$ cat src/rtl/pwm_pkg.sv
package pwm_pkg;
  localparam int CTRL_W   = 16;
  localparam int MODE_OFS = 1;  // mode bit of channel n sits at bit n
  localparam int EN_OFS   = 9;  // enable bit of channel n sits at bit 8+n

  typedef enum logic {
    EDGE_SINGLE = 1'b0,
    EDGE_DOUBLE = 1'b1
  } edge_mode_e;
endpackage

$ cat src/rtl/pwm_ctrl_reg.sv
module pwm_ctrl_reg
  import pwm_pkg::*;
#(
  parameter int NUM_CH = 6
) (
  input  logic              clk,
  input  logic              rst_n,
  input  logic              wr_i,
  input  logic [CTRL_W-1:0] data_i,
  output edge_mode_e        mode_o [NUM_CH],
  output logic [NUM_CH-1:0] en_o
);
  logic [CTRL_W-1:0] ctrl_q;
  logic [CTRL_W-1:0] ctrl_d;
  logic              unused_ctrl;

  always_comb begin
    ctrl_d = ctrl_q;
    if (wr_i) ctrl_d = data_i;
  end

  always_ff @(posedge clk or negedge rst_n) begin
    if (!rst_n) ctrl_q <= '0;
    else        ctrl_q <= ctrl_d;
  end

  assign unused_ctrl = ^ctrl_q;

  for (genvar k = 0; k < NUM_CH; k++) begin : g_bits
    if (k == 0) begin : g_first
      assign mode_o[k] = EDGE_SINGLE;
    end else begin : g_rest
      assign mode_o[k] = ctrl_q[k + MODE_OFS] ? EDGE_DOUBLE : EDGE_SINGLE;
    end
    assign en_o[k] = ctrl_q[k + EN_OFS];
  end
endmodule

$ cat src/rtl/pwm_match_bank.sv
module pwm_match_bank #(
  parameter int CNT_W  = 32,
  parameter int NUM_MR = 7,
  parameter int SEL_W  = 3
) (
  input  logic                        clk,
  input  logic                        rst_n,
  input  logic                        cnt_valid_i,
  input  logic [CNT_W-1:0]            cnt_i,
  input  logic                        wr_i,
  input  logic [SEL_W-1:0]            sel_i,
  input  logic [CNT_W-1:0]            data_i,
  input  logic                        ler_wr_i,
  input  logic [NUM_MR-1:0]           ler_data_i,
  output logic [NUM_MR-1:0]           match_o,
  output logic                        start_o,
  output logic [NUM_MR-1:0]           nz_next_o,
  output logic [NUM_MR-1:0]           ler_o,
  output logic [NUM_MR-1:0][CNT_W-1:0] active_o
);
  logic [NUM_MR-1:0][CNT_W-1:0] shadow_q, shadow_d;
  logic [NUM_MR-1:0][CNT_W-1:0] active_q, active_d;
  logic [NUM_MR-1:0]            ler_q, ler_d;
  logic                         start;

  for (genvar m = 0; m < NUM_MR; m++) begin : g_cmp
    assign match_o[m] = cnt_valid_i && (cnt_i == active_q[m]);
  end

  assign start = match_o[0];

  always_comb begin
    shadow_d = shadow_q;
    if (wr_i && (int'(sel_i) < NUM_MR)) shadow_d[sel_i] = data_i;
  end

  always_comb begin
    for (int m = 0; m < NUM_MR; m++) begin
      active_d[m]  = (start && ler_q[m]) ? shadow_q[m] : active_q[m];
      nz_next_o[m] = |active_d[m];
    end
  end

  always_comb begin
    ler_d = start ? '0 : ler_q;
    if (ler_wr_i) ler_d = ler_d | ler_data_i;
  end

  always_ff @(posedge clk or negedge rst_n) begin
    if (!rst_n) begin
      shadow_q <= '0;
      active_q <= '0;
      ler_q    <= '0;
    end else begin
      shadow_q <= shadow_d;
      active_q <= active_d;
      ler_q    <= ler_d;
    end
  end

  assign start_o  = start;
  assign ler_o    = ler_q;
  assign active_o = active_q;
endmodule

$ cat src/rtl/pwm_chan.sv
module pwm_chan
  import pwm_pkg::*;
(
  input  logic       clk,
  input  logic       rst_n,
  input  logic       cnt_valid_i,
  input  logic       start_i,
  input  edge_mode_e mode_i,
  input  logic       set_match_i,
  input  logic       clr_match_i,
  input  logic       nz_next_i,
  output logic       q_o
);
  logic q_q, q_d, set_c;

  always_comb begin
    if (mode_i == EDGE_DOUBLE) set_c = set_match_i;
    else                       set_c = start_i && nz_next_i;
    q_d = q_q;
    if (cnt_valid_i) begin
      if (clr_match_i)  q_d = 1'b0;
      else if (set_c)   q_d = 1'b1;
    end
  end

  always_ff @(posedge clk or negedge rst_n) begin
    if (!rst_n) q_q <= 1'b0;
    else        q_q <= q_d;
  end

  assign q_o = q_q;
endmodule

$ cat src/rtl/pwm_edge_gen.sv
module pwm_edge_gen
  import pwm_pkg::*;
#(
  parameter  int CNT_W  = 32,
  parameter  int NUM_CH = 6,
  localparam int NUM_MR = NUM_CH + 1,
  localparam int SEL_W  = $clog2(NUM_MR)
) (
  input  logic              clk,
  input  logic              rst_n,
  input  logic              cnt_valid_i,
  input  logic [CNT_W-1:0]  cnt_i,
  input  logic              mr_wr_i,
  input  logic [SEL_W-1:0]  mr_sel_i,
  input  logic [CNT_W-1:0]  mr_data_i,
  input  logic              ctrl_wr_i,
  input  logic [CTRL_W-1:0] ctrl_data_i,
  input  logic              ler_wr_i,
  input  logic [NUM_MR-1:0] ler_data_i,
  output logic [NUM_CH-1:0] pwm_o
);
  logic [1:0]                   rst_sync_q;
  logic                         rst_sync_n;
  edge_mode_e                   mode [NUM_CH];
  logic [NUM_CH-1:0]            out_en;
  logic [NUM_MR-1:0]            match_vec;
  logic [NUM_MR-1:0]            nz_next;
  logic [NUM_MR-1:0]            ler_q;
  logic [NUM_MR-1:0][CNT_W-1:0] active_vec;
  logic                         cyc_start;
  logic [NUM_CH-1:0]            pwm_q;

  always_ff @(posedge clk or negedge rst_n) begin
    if (!rst_n) rst_sync_q <= 2'b00;
    else        rst_sync_q <= {rst_sync_q[0], 1'b1};
  end
  assign rst_sync_n = rst_sync_q[1];

  pwm_ctrl_reg #(.NUM_CH(NUM_CH)) u_ctrl (
    .clk    (clk),
    .rst_n  (rst_sync_n),
    .wr_i   (ctrl_wr_i),
    .data_i (ctrl_data_i),
    .mode_o (mode),
    .en_o   (out_en)
  );

  pwm_match_bank #(.CNT_W(CNT_W), .NUM_MR(NUM_MR), .SEL_W(SEL_W)) u_bank (
    .clk         (clk),
    .rst_n       (rst_sync_n),
    .cnt_valid_i (cnt_valid_i),
    .cnt_i       (cnt_i),
    .wr_i        (mr_wr_i),
    .sel_i       (mr_sel_i),
    .data_i      (mr_data_i),
    .ler_wr_i    (ler_wr_i),
    .ler_data_i  (ler_data_i),
    .match_o     (match_vec),
    .start_o     (cyc_start),
    .nz_next_o   (nz_next),
    .ler_o       (ler_q),
    .active_o    (active_vec)
  );

  for (genvar k = 0; k < NUM_CH; k++) begin : g_ch
    pwm_chan u_chan (
      .clk         (clk),
      .rst_n       (rst_sync_n),
      .cnt_valid_i (cnt_valid_i),
      .start_i     (cyc_start),
      .mode_i      (mode[k]),
      .set_match_i (match_vec[k]),
      .clr_match_i (match_vec[k+1]),
      .nz_next_i   (nz_next[k+1]),
      .q_o         (pwm_q[k])
    );
  end

  assign pwm_o = pwm_q & out_en;
endmodule

$ cat config.mk
export PLATFORM = sky130hd
export DESIGN_NAME = pwm_edge_gen
export DESIGN_NICKNAME = d
export VERILOG_FILES = /design/src/rtl/pwm_pkg.sv /design/src/rtl/pwm_ctrl_reg.sv /design/src/rtl/pwm_match_bank.sv /design/src/rtl/pwm_chan.sv /design/src/rtl/pwm_edge_gen.sv
export SDC_FILE = /design/constraint.sdc
export NUM_CORES = 1
export LEC_CHECK = 0
export BUFFER_PORTS_ARGS = -buffer_cell sky130_fd_sc_hd__buf_2
export CORE_AREA = 4 4 207 209
export DETAILED_ROUTE_END_ITERATION = 12
export DIE_AREA = 0 0 211 213
export PLACE_DENSITY = 0.72
export SYNTH_ARGS = -nofsm -noshare
export SYNTH_HDL_FRONTEND = slang
export SYNTH_HIERARCHICAL = 1
export SYNTH_SLANG_ARGS = --single-unit
$ cat constraint.sdc
create_clock -name clk -period 41.1 [get_ports clk]
set_clock_uncertainty 0.2 [all_clocks]
set_input_delay 12.33 -clock clk [delete_from_list [all_inputs] [get_ports clk]]
set_output_delay 12.33 -clock clk [all_outputs]
set_load 0.02 [all_outputs]
## Word-level counts from Yosys, hierarchy flattened

Index checks and enable logic that the tools add are counted.

- Register bits after elaboration: 478
- Input bits: 96
- Output and inout port bits: 6

- $lt $le $gt $ge: 3
- Equal/unequal tests: 7
- Mux-type cells: 33
- Bitwise gates (word level): 2
- Reductions and logical operators: 40

Operator list:

| operator | count |
|---|---|
| bitwise mux 224 bit | 1 |
| equality test 32 bit | 7 |
| two-way mux 32 bit | 7 |
| OR reduction 32 bit | 6 |
| demux 32 bit (select 3 bit) | 1 |
| logical AND 1 bit | 22 |
| two-way mux 1 bit | 22 |
| two-way mux 7 bit | 2 |
| AND reduction 2 bit | 6 |
| nonzero test 2 bit | 6 |
| OR 7 bit | 1 |
| AND 6 bit | 1 |
| < comparator 3 x 4 -> 1 bit, second input constant | 1 |
| >= comparator 3 x 1 -> 1 bit, second input constant | 1 |
| < comparator 3 bit, second input constant | 1 |

## Depth between registers and ports, before layout

Gate-level depths: netlist (run 1).

- Depth in word-level cells: 9
- Depth in mapped cells: 9

## By module

The synthesis (run 1) kept the hierarchy.

Modules (own cells, without submodules):

| module | instances | cells each | area an instance (um^2) |
|---|---|---|---|
| pwm_match_bank | 1 | 1489 | 21469.3 |
| pwm_ctrl_reg | 1 | 25 | 459.2 |
| pwm_chan | 6 | 6 | 60.1 |
| pwm_edge_gen | 1 | 9 | 91.3 |

## Worst setup path before layout (run 1)

OpenSTA, ideal clock, no wires.

- Kind: input to register
- From: in cnt_i[15]
- To: reg u_bank.active_q (netlist bit u_bank/active_o[22])
- Arrival time: 14379 ps
- Data required time: 40773 ps
- Path slack: 26394 ps
- Stages: 8
- Buffers on the path: 3
- Cells stage by stage: buf_4 -> xnor2_2 -> o221ai_2 -> nor4_4 -> and4_1 -> buf_4 -> buf_6 -> mux2_1

- Word-level cells in the longest chain between the ends: 3

Ends and longest elaborated chain:

| what | line | source |
|---|---|---|
| start, declared | pwm_edge_gen.sv:12 | `input logic [CNT_W-1:0] cnt_i,` |
| equality test 32 bit | pwm_match_bank.sv:27 | `assign match_o[m] = cnt_valid_i && (cnt_i == active_q[m]);` |
| logical AND 1 bit | pwm_match_bank.sv:27 |  |
| logical AND 1 bit | pwm_match_bank.sv:39 | `active_d[m] = (start && ler_q[m]) ? shadow_q[m] : active_q[m];` |
| end signal, assigned | pwm_match_bank.sv:56 | `active_q <= active_d;` |
| end, declared | pwm_match_bank.sv:22 | `logic [NUM_MR-1:0][CNT_W-1:0] active_q, active_d;` |

No other way between the ends.
A chain may end at the register's enable or synchronous reset.

## Final worst setup path (run 1)

- From: in cnt_i[8]
- To: reg g_ch[3].u_chan.q_q

- Word-level cells in the longest chain between the ends: 9
- Elaborated cells on any way between the ends: 14
- Those cells by class: 3 x eq/ne; 3 x mux; 8 x reduce/logical

Ends and longest elaborated chain:

| what | line | source |
|---|---|---|
| equality test 32 bit | pwm_match_bank.sv:27 |  |
| logical AND 1 bit | pwm_match_bank.sv:27 |  |
| logical AND 1 bit | pwm_match_bank.sv:39 |  |
| two-way mux 32 bit | pwm_match_bank.sv:39 |  |
| OR reduction 32 bit | pwm_match_bank.sv:40 | `nz_next_o[m] = \|active_d[m];` |
| named net nz_next[4] | pwm_edge_gen.sv:27 | `logic [NUM_MR-1:0] nz_next;` |
| logical AND 1 bit | pwm_chan.sv:18 | `else set_c = start_i && nz_next_i;` |
| two-way mux 1 bit | pwm_chan.sv:17 | `if (mode_i == EDGE_DOUBLE) set_c = set_match_i;` |
| nonzero test 2 bit (no line) | n/a |  |
| AND reduction 2 bit (no line) | n/a |  |
| end signal, assigned | pwm_chan.sv:28 | `else q_q <= q_d;` |
| end, declared | pwm_chan.sv:14 | `logic q_q, q_d, set_c;` |

The timed path passes the listed nets, and every way through them passes these cells.

==> parameters.txt, run 1 <==
Parameter                              Value

Status
  Status ... finished, final reports clean

Die
  Width of the die ... 211 µm
  Y dimension of the die ... 213 µm
  Core Box Area ... 40800 µm²
  Starting density of the core ... 54.5%
  Boundary pin count ... 102
  Area enclosed by the die boundary ... 44900 µm²
  Number of rows in the core area ... 74

Drt
  Total wire length ... 58900 µm
  Number of DRC violations after detailed-routing iteration 0 ... 1150
  Wire length per cell ... 26.9 µm
  DRC errors left ... 0
  Total via count after detailed routing ... 13.3k
  Router iterations before antenna repair ... 5
  Remaining number of nets flagged by the antenna check after routing ... 0
  Via density ... 6.08

Global routing
  Global router's overall resource usage ... 26.2%
  Global-route wire length before repair ... 88300 µm
  Initial antenna violation count ... 3
  Number of global-route vias before repair ... 14.2k
  Pin count of the biggest net entering global routing ... 164
  Gr ovfl total ... 0

Placed design
  Detailed Place HPWL ... 41600 µm
  Placed Instances ... 2098
  Worst Setup Slack post-DPL ... 24.80 ns
  PortBufs ... 96
  Last weighted congestion value of the routability-driven placer ... 0.913

Finish
  Leading cell types in the layout, fill and taps excluded ... dfrtp_1, mux2_2, mux2_4
  Sequential cell area ... 11900 µm²
  Fraction of final layout cells sized beyond drive strength 1 ... 39.0%
  Most frequent standard cell in the layout excluding fill and tap cells ... dfrtp_1
  Area grow syn2layout ... 11.6%
  Combined area of the multi-input logic cells ... 9860 µm²
  Fin util ... 60.8%
  Final std cells w/o fill ... 2189
  Number of nets in the layout ... 1714
  Layout fillers ... 3114

Power and ir drop
  PD cells ... 46.6 nW/µm²
  Leak ... 11.5 nW
  Total power draw ... 1.16 mW
  Peak supply drop ... 0.0490 mV

Hold path
  Type of the tightest min-delay check ... flip-flop to asynchronous set/reset pin

Setup path
  Peak per-stage delay on the critical path ... 0.84 ns
  Total buffers and inverters traversed by the critical path ... 1
  CP Cell Sequence ... buf_2, xnor2_1, nand4_1, nor4_4, nand4_4, mux2i_1, nand3b_1, a211oi_2
  Worst path required time ... 41.40 ns
  Kind of capture point of the worst setup path ... flip-flop
  Worst Setup Path Type ... input port to flip-flop
  Worst path slowest cell ... nor4_4
  Cell class contributing the biggest share of worst-path delay ... simple AND/OR/NAND/NOR gates
  Worst path arrival time ... 16.05 ns
  Category of the worst setup path launch point ... input port
  Max FO, Critical Path ... 33

Clock network
  Total CTS buffers ... 50
  CTS root buffer ... clkbuf_16
  CTS max path bufs ... 3
  Number of setup buffers added after CTS ... 0
  Skew-Pair Late Insertion Delay ... 0.60 ns
  TritonCTS clock tree ... built
  Clock Sinks ... 474
  Hold buffers post-CTS ... 0
  Clock-pin slew on the worst setup and hold paths ... 0.06 ns
  Resize count post-CTS ... 0
  H-tree Lvls ... 2

STA
  Final worst-path cycle share ... 38.3%
  Max-slew violation total from the final report ... 0
  Unrepaired setup endpoints after global routing ... no
  Setup TNS Final ... 0 ns
  Final-report hold violation count ... 0
  Worst slew margin ... 23.6%
  Worst-Margin Slew ... 1.13 ns
  Max Clk Rate ... 0.0635 GHz
  Final setup violating endpoints ... 0
  Final critical-path required period ... 15.74 ns
  Post-route worst setup slack ... 25.36 ns

Synthesis
  Synth Net Count ... 1632
  Number of warnings printed during yosys synthesis ... 6
  Instance count of the mapped netlist ... 1536
  Mean cell area of the mapped netlist ... 14.5 µm²
  Total standard cell area after synthesis ... 22200 µm²

Job
  # Max-Cap Violations ... 0
==> through the flow <==
| step | hold WS [ns] | area, µm² |
|---|---|---|
| 5_1_grt | 0.0920 | 24800 |
| 4_1_cts | 0.0717 | 24800 |
| 3_5_place_dp | 0.0686 | 23000 |
| 2_1_floorplan | 0.131 | 22200 |
| 3_3_place_gp | 0.0716 | 23000 |
| 6_report | 0.0511 | 24800 |
==> per-layer routing <==
metal / wire length, µm / vias to the layer above / GRT usage (%)
met5: 0 / - / 0
met4: 2730 / 0 / 11.3
met3: 2490 / 134 / 3.00
met2: 28300 / 384 / 43.1
met1: 25500 / 7019 / 35.6
li1: - / 5782 / -
==> cell type report <==
class / count / share of cell area (%)
Sequential cell: 474 / 47.8
Multi-Input combinational cell: 975 / 39.7
Clock buffer: 72 / 5.94
Tap cell: 532 / 2.68
Timing Repair Buffer: 110 / 2.41
Clock inverter: 17 / 1.33
Inverter: 7 / 0.106
Antenna cell: 2 / 0.0202
==> power by group <==
part | leakage, nW | internal, mW | switching (mW)
Combinational | 4.52 | 0.0541 | 0.0521
Clock | 0.890 | 0.305 | 0.188
Sequential | 6.12 | 0.517 | 0.0392
==> worst paths after layout <==
path	startpoint	endpoint	slack, ns	depth (start not counted)
max in group asynchronous	rst_n	rst_sync_q[1]	29.27	1
worst min register to register	rst_sync_q[1]	u_bank/shadow_q[20]	0.05	0
worst max register to register	u_bank/active_o[8]	g_ch[3].u_chan/q_o	36.99	7
worst max-delay path	cnt_i[8]	g_ch[3].u_chan/q_o	25.36	8
min in group clk	rst_sync_q[0]	rst_sync_q[1]	0.15	0
worst min-delay path	rst_sync_q[1]	u_bank/shadow_q[20]	0.05	0
==> sequential cells by signal, indices dropped and copies added, names as in the netlist <==
signal,flops
g_ch.u_chan/q_o,6
rst_sync_q,2
u_bank/active_o,224
u_bank/shadow_q,224
u_bank/ler_o,7
u_ctrl/ctrl_q,11
Power figures use the tool's default switching activity.
==> inputs of run 2 (changes only) <==
==> constraint.sdc (replaced) <==
create_clock -name clk -period 15.1 [get_ports clk]
set_clock_uncertainty 0.2 [all_clocks]
set_input_delay 4.53 -clock clk [delete_from_list [all_inputs] [get_ports clk]]
set_output_delay 4.53 -clock clk [all_outputs]
set_load 0.02 [all_outputs]
==> parameters.txt, run 2 (same netlist as run 1, synthesis figures left out) <==
Parameter                              Value

Power and ir drop
  Switch Pwr ... 750 µW (+170%)
  Share of power burned in combinational logic ... 9.5% (+0.3 points)
  Part of the total power dissipated in the clock network ... 40.5% (-2.2 points)
  PD cells ... 123 nW/µm² (+160%)
  Peak supply drop ... 0.0898 mV (+83%)
  Switching power share of the total ... 24.8% (+0.62 points)
  Fraction of power consumed by sequential logic ... 50.0% (+1.9 points)
  Design internal power ... 2.28 mW (+160%)
  Leak ... 11.4 nW (-0.68%)

Hold path
  Worst Hold Depth ... 0
  Hold Path End ... rst_sync_q[1]
  Critical hold path startpoint ... rst_sync_q[0]
  Type of the tightest min-delay check ... flip-flop to flip-flop

Setup path
  Register-to-register path setup slack ... 10.97 ns (-26.02 ns)
  Worst path required time ... 15.39 ns (-26.01 ns)
  Category of the worst setup path launch point ... input port
  Total buffers and inverters traversed by the critical path ... 1 (unchanged)
  Worst Setup Path Type ... input port to flip-flop
  Worst path slowest cell ... nor4_4
  CP Cell Sequence ... buf_2, xnor2_1, nand4_1, nor4_4, nand4_4, mux2i_1, nand3b_1, a211oi_2
  Reg2Reg Depth ... 7 (unchanged)
  Worst reg2reg path endpoint ... g_ch[3].u_chan/q_o
  Peak per-stage delay on the critical path ... 0.84 ns (about the same)
  Worst path arrival time ... 8.25 ns (-7.80 ns)
  Max FO, Critical Path ... 33 (unchanged)
  Startpoint of the worst register-to-register path ... u_bank/active_o[8]
  Kind of capture point of the worst setup path ... flip-flop
  Cell class contributing the biggest share of worst-path delay ... simple AND/OR/NAND/NOR gates

Clock network
  CTS max path bufs ... 3 (unchanged)
  Number of setup buffers added after CTS ... 0 (unchanged)
  Skew-Pair Late Insertion Delay ... 0.59 ns (about the same)
  Clock-pin slew on the worst setup and hold paths ... 0.06 ns (about the same)
  H-tree Lvls ... 2 (unchanged)
  Resize count post-CTS ... 0 (unchanged)
  Hold buffers post-CTS ... 0 (unchanged)
  Total CTS buffers ... 49 (-2.0%)
  CTS root buffer ... clkbuf_16
  Clock Sinks ... 474 (unchanged)
  TritonCTS clock tree ... built

STA
  Unrepaired setup endpoints after global routing ... no
  Worst-Margin Slew ... 1.04 ns (-0.0979 ns)
  Max Clk Rate ... 0.126 GHz
  Final-report hold violation count ... 0 (unchanged)
  Final worst-path cycle share ... 52.7%
  Worst-case hold slack ... 0.145 ns (+0.0940 ns)
  Final setup violating endpoints ... 0 (unchanged)
  Post-route worst setup slack ... 7.14 ns (-18.22 ns)
  Max-slew violation total from the final report ... 0 (unchanged)
  Final critical-path required period ... 7.96 ns
  Setup TNS Final ... 0 ns (unchanged)
  Worst slew margin ... 30.3% (+6.7 points)

Die
  Core Box Area ... 40800 µm² (unchanged)
  Width of the die ... 211 µm (unchanged)
  Number of rows in the core area ... 74 (unchanged)
  Y dimension of the die ... 213 µm (unchanged)
  Area enclosed by the die boundary ... 44900 µm² (unchanged)
  Boundary pin count ... 102 (unchanged)
  Starting density of the core ... 54.5% (unchanged)

Global routing
  Number of global-route vias before repair ... 14.1k (-0.57%)
  Global router's overall resource usage ... 26.3% (+0.084 points)
  Pin count of the biggest net entering global routing ... 78 (-52%)
  Global-route wire length before repair ... 88100 µm (-0.28%)
  Gr ovfl total ... 0 (unchanged)
  Initial antenna violation count ... 0 (-3)

Status
  Status ... finished, final reports clean

Finish
  Final Cell Area ... 24600 µm² (-0.69%)
  Fraction of final layout cells sized beyond drive strength 1 ... 38.9% (-0.047 points)
  Number of nets in the layout ... 1714 (unchanged)
  Final std cells w/o fill ... 2191 (+0.091%)
  Leading cell types in the layout, fill and taps excluded ... dfrtp_1, mux2_2, mux2_4
  Area grow syn2layout ... 10.8%
  Most frequent standard cell in the layout excluding fill and tap cells ... dfrtp_1

Drt
  Router iterations before antenna repair ... 5 (unchanged)
  Total wire length ... 59100 µm (+0.30%)
  Wire length per cell ... 27.0 µm (+0.21%)
  Remaining number of nets flagged by the antenna check after routing ... 0 (unchanged)
  Number of DRC violations after detailed-routing iteration 0 ... 915 (-20%)
  DRC errors left ... 0 (unchanged)
  Via density ... 6.09 (about the same)
  Total via count after detailed routing ... 13.3k (+0.16%)

Placed design
  Last weighted congestion value of the routability-driven placer ... 0.936 (+2.5%)
  Placed Instances ... 2099 (+0.048%)
  Worst Setup Slack post-DPL ... 6.61 ns (-18.18 ns)
  Detailed Place HPWL ... 41600 µm (about the same)
  Area after DPL ... 23000 µm² (about the same)
  PortBufs ... 96 (unchanged)

Job
  # Max-Cap Violations ... 0 (unchanged)
==> run 2: how the worst max path moves through the flow <==
stage | startpoint | endpoint | slack [ns] | depth (start not counted)
after floorplan | rst_sync_q[1] | g_ch[0].u_chan/q_o | 0.71 | 0
after global placement | cnt_i[8] | g_ch[3].u_chan/q_o | 6.67 | 8
after detailed placement | cnt_i[8] | g_ch[3].u_chan/q_o | 6.61 | 8
after CTS | cnt_i[8] | g_ch[3].u_chan/q_o | 7.22 | 8
after global routing | cnt_i[8] | g_ch[3].u_chan/q_o | 7.13 | 8
final | cnt_i[8] | g_ch[3].u_chan/q_o | 7.14 | 8
==> run 2: worst reg2reg max path: cells and delay by family, from the launching register on <==
family          cells  cell delay, ns
simple gates        4            2.13
compound gates      1            0.20
flops               1            0.38
mux                 1            0.74
xor+xnor            1            0.36
==> run 2: layout make-up <==
type,instances,area [µm²]
fillers,3152,16200
flip-flops and latches,474,11900
multi-input cells,975,9860
clock buffers,75,1470
well taps,532,666
repair buffers,111,593
clock inverters,15,164
inverters,7,26.3
diodes,2,5.00
==> run 2: per-layer routing <==
layer	wire [µm]	vias up	part of all wire [%]	GRT usage, %
met5	0	-	0	0
met4	2830	0	4.8	12.1
met3	2620	142	4.4	2.85
met2	28300	407	48	43.0
met1	25300	7034	43	35.8
li1	-	5757	-	-
==> run 2: power by group through the flow <==
stage                     Combinational, mW  Clock [mW]  Sequential, mW
after floorplan                       0.191           0            1.52
after global placement                0.276           0            1.53
after CTS                             0.287        1.24            1.51
after global routing                  0.308        1.30            1.53
final                                 0.287        1.23            1.52
after detailed placement              0.286           0            1.54
==> run 2: stage by stage <==
stage / utilization, % / power [mW]
after floorplan: - / 1.71
after global placement: 56.3 / 1.80
after detailed placement: 56.3 / 1.82
after CTS: 60.4 / 3.04
after global routing: 60.4 / 3.14
final: 60.4 / 3.03
==> inputs of run 3 (changes only) <==
--- a/config.mk
+++ b/config.mk
@@ -9,7 +9,7 @@
 export CORE_AREA = 4 4 207 209
 export DETAILED_ROUTE_END_ITERATION = 12
 export DIE_AREA = 0 0 211 213
-export PLACE_DENSITY = 0.72
+export PLACE_DENSITY = 0.75
 export SYNTH_ARGS = -nofsm -noshare
 export SYNTH_HDL_FRONTEND = slang
 export SYNTH_HIERARCHICAL = 1
==> constraint.sdc (replaced) <==
create_clock -name clk -period 7.3 [get_ports clk]
set_clock_uncertainty 0.2 [all_clocks]
set_input_delay 2.19 -clock clk [delete_from_list [all_inputs] [get_ports clk]]
set_output_delay 2.19 -clock clk [all_outputs]
set_load 0.02 [all_outputs]
==> parameters.txt, run 3 (same netlist as run 1, synthesis figures left out) <==
Parameter                              Value

Placed design
  PortBufs ... 96 (unchanged)
  Last weighted congestion value of the routability-driven placer ... 0.949 (+1.4%)
  Area after DPL ... 23100 µm² (+0.30%)
  Detailed Place HPWL ... 42100 µm (+1.3%)
  Worst Setup Slack post-DPL ... 1.33 ns (-5.29 ns)

Die
  Starting density of the core ... 54.5% (unchanged)
  Y dimension of the die ... 213 µm (unchanged)
  Area enclosed by the die boundary ... 44900 µm² (unchanged)
  Boundary pin count ... 102 (unchanged)
  Core Box Area ... 40800 µm² (unchanged)
  Width of the die ... 211 µm (unchanged)
  Number of rows in the core area ... 74 (unchanged)

STA
  Final worst-path cycle share ... 72.9%
  Post-route worst setup slack ... 1.98 ns (-5.16 ns)
  Worst-Margin Slew ... 1.25 ns (+0.214 ns)
  Final critical-path required period ... 5.32 ns
  Worst slew margin ... 15.8% (-15 points)
  Final-report hold violation count ... 0 (unchanged)
  Setup TNS Final ... 0 ns (unchanged)
  Max-slew violation total from the final report ... 0 (unchanged)
  Unrepaired setup endpoints after global routing ... no
  Final setup violating endpoints ... 0 (unchanged)
  Worst-case hold slack ... 0.133 ns (-0.0119 ns)
  Max Clk Rate ... 0.188 GHz

Global routing
  Number of global-route vias before repair ... 14.3k (+0.98%)
  Global router's overall resource usage ... 26.1% (-0.19 points)
  Global-route wire length before repair ... 87600 µm (-0.52%)
  Gr ovfl total ... 0 (unchanged)
  Pin count of the biggest net entering global routing ... 188 (+140%)
  Initial antenna violation count ... 2 (+2)

Finish
  Fin util ... 60.7% (+0.32 points)
  Fraction of final layout cells sized beyond drive strength 1 ... 39.2% (+0.26 points)
  Number of diodes added for antenna fixing ... 0 (-2)
  Leading cell types in the layout, fill and taps excluded ... dfrtp_1, mux2_2, mux2_4
  Number of nets in the layout ... 1721 (+0.41%)
  Most frequent standard cell in the layout excluding fill and tap cells ... dfrtp_1
  Area grow syn2layout ... 11.4%
  Final Cell Area ... 24800 µm² (+0.54%)

Power and ir drop
  Part of the total power dissipated in the clock network ... 41.2% (+0.7 points)
  Switch Pwr ... 1.57 mW (+110%)
  Design internal power ... 4.77 mW (+110%)
  Switching power share of the total ... 24.8% (about the same)
  Leak ... 11.5 nW (+0.60%)
  PD cells ... 256 nW/µm² (+110%)
  Fraction of power consumed by sequential logic ... 49.4% (-0.6 points)
  Peak supply drop ... 0.186 mV (+110%)
  Share of power burned in combinational logic ... 9.4% (about the same)

Setup path
  Worst path required time ... 7.62 ns (-7.77 ns)
  Kind of capture point of the worst setup path ... flip-flop
  Worst path arrival time ... 5.64 ns (-2.61 ns)
  Startpoint of the worst register-to-register path ... u_bank/active_o[8]
  Category of the worst setup path launch point ... input port
  Worst reg2reg path endpoint ... g_ch[0].u_chan/q_o
  Worst Setup Path Type ... input port to flip-flop
  Reg2Reg Depth ... 7 (unchanged)
  Register-to-register path setup slack ... 3.44 ns (-7.53 ns)
  Max FO, Critical Path ... 33 (unchanged)

Clock network
  Clock Sinks ... 474 (unchanged)
  Skew-Pair Late Insertion Delay ... 0.60 ns (about the same)
  TritonCTS clock tree ... built
  Clock-pin slew on the worst setup and hold paths ... 0.06 ns (about the same)
  Total CTS buffers ... 50 (+2.0%)
  Hold buffers post-CTS ... 0 (unchanged)
  Resize count post-CTS ... 0 (unchanged)
  H-tree Lvls ... 2 (unchanged)
  Number of setup buffers added after CTS ... 0 (unchanged)
  CTS max path bufs ... 3 (unchanged)
  CTS root buffer ... clkbuf_16

Status
  Status ... finished, final reports clean

Drt
  Wire length per cell ... 26.8 µm (-0.56%)
  Total wire length ... 58900 µm (-0.33%)
  Via density ... 6.08 (about the same)
  Router iterations before antenna repair ... 5 (unchanged)
  DRC errors left ... 0 (unchanged)
  Number of DRC violations after detailed-routing iteration 0 ... 1014 (+11%)
  Remaining number of nets flagged by the antenna check after routing ... 0 (unchanged)
  Total via count after detailed routing ... 13.4k (+0.15%)

Job
  # Max-Cap Violations ... 0 (unchanged)

Hold path
  Type of the tightest min-delay check ... flip-flop to asynchronous set/reset pin
## run 3: stage by stage
step           instances  power, mW
6_report            2196       6.34
5_1_grt             2196       6.57
4_1_cts             2196       6.38
3_5_place_dp        2105       3.77
3_3_place_gp        2105       3.73
2_1_floorplan       1536       3.53
## run 3: worst max path at each step
| stage | from | endpoint | cells after the start |
|---|---|---|---|
| floorplan | rst_sync_q[1] | g_ch[0].u_chan/q_o | 0 |
| global placement | cnt_i[8] | g_ch[0].u_chan/q_o | 8 |
| detailed placement | cnt_i[8] | g_ch[0].u_chan/q_o | 8 |
| CTS | cnt_i[8] | g_ch[0].u_chan/q_o | 8 |
| global route | cnt_i[8] | g_ch[0].u_chan/q_o | 8 |
| finish | cnt_i[8] | g_ch[0].u_chan/q_o | 8 |
## run 3: cell type report
type	count	area, µm²
tap	532	666
fill	3121	16100
clock buffer	74	1490
clock inverter	17	214
inverter	7	26.3
timing repair buffer	117	663
multi-input combinational	975	9850
sequential	474	11900
## run 3: power by group through the flow
stage               clock, mW  sequential (mW)  combinational, mW
finish                   2.61             3.13              0.598
CTS                      2.65             3.13              0.599
floorplan                   0             3.13              0.395
global placement            0             3.15              0.571
global route             2.76             3.17              0.643
detailed placement          0             3.17              0.594
## run 3: per-layer routing
metal | up-vias | share of wire [%] | global-route usage, % | wire (µm)
li1 | 5782 | - | - | -
met1 | 7057 | 42 | 34.5 | 24800
met2 | 406 | 49 | 43.5 | 28600
met3 | 115 | 5.3 | 4.10 | 3150
met4 | 0 | 4.0 | 10.8 | 2380
met5 | - | 0 | 0 | 0
## run 3: worst max-delay path: stages
cell,delay (ns)
buf_2,0.21
xnor2_1,0.42
nand4_1,0.31
nor4_4,0.84
nand4_4,0.86
mux2i_1,0.42
nand3b_1,0.13
a211oi_2,0.19
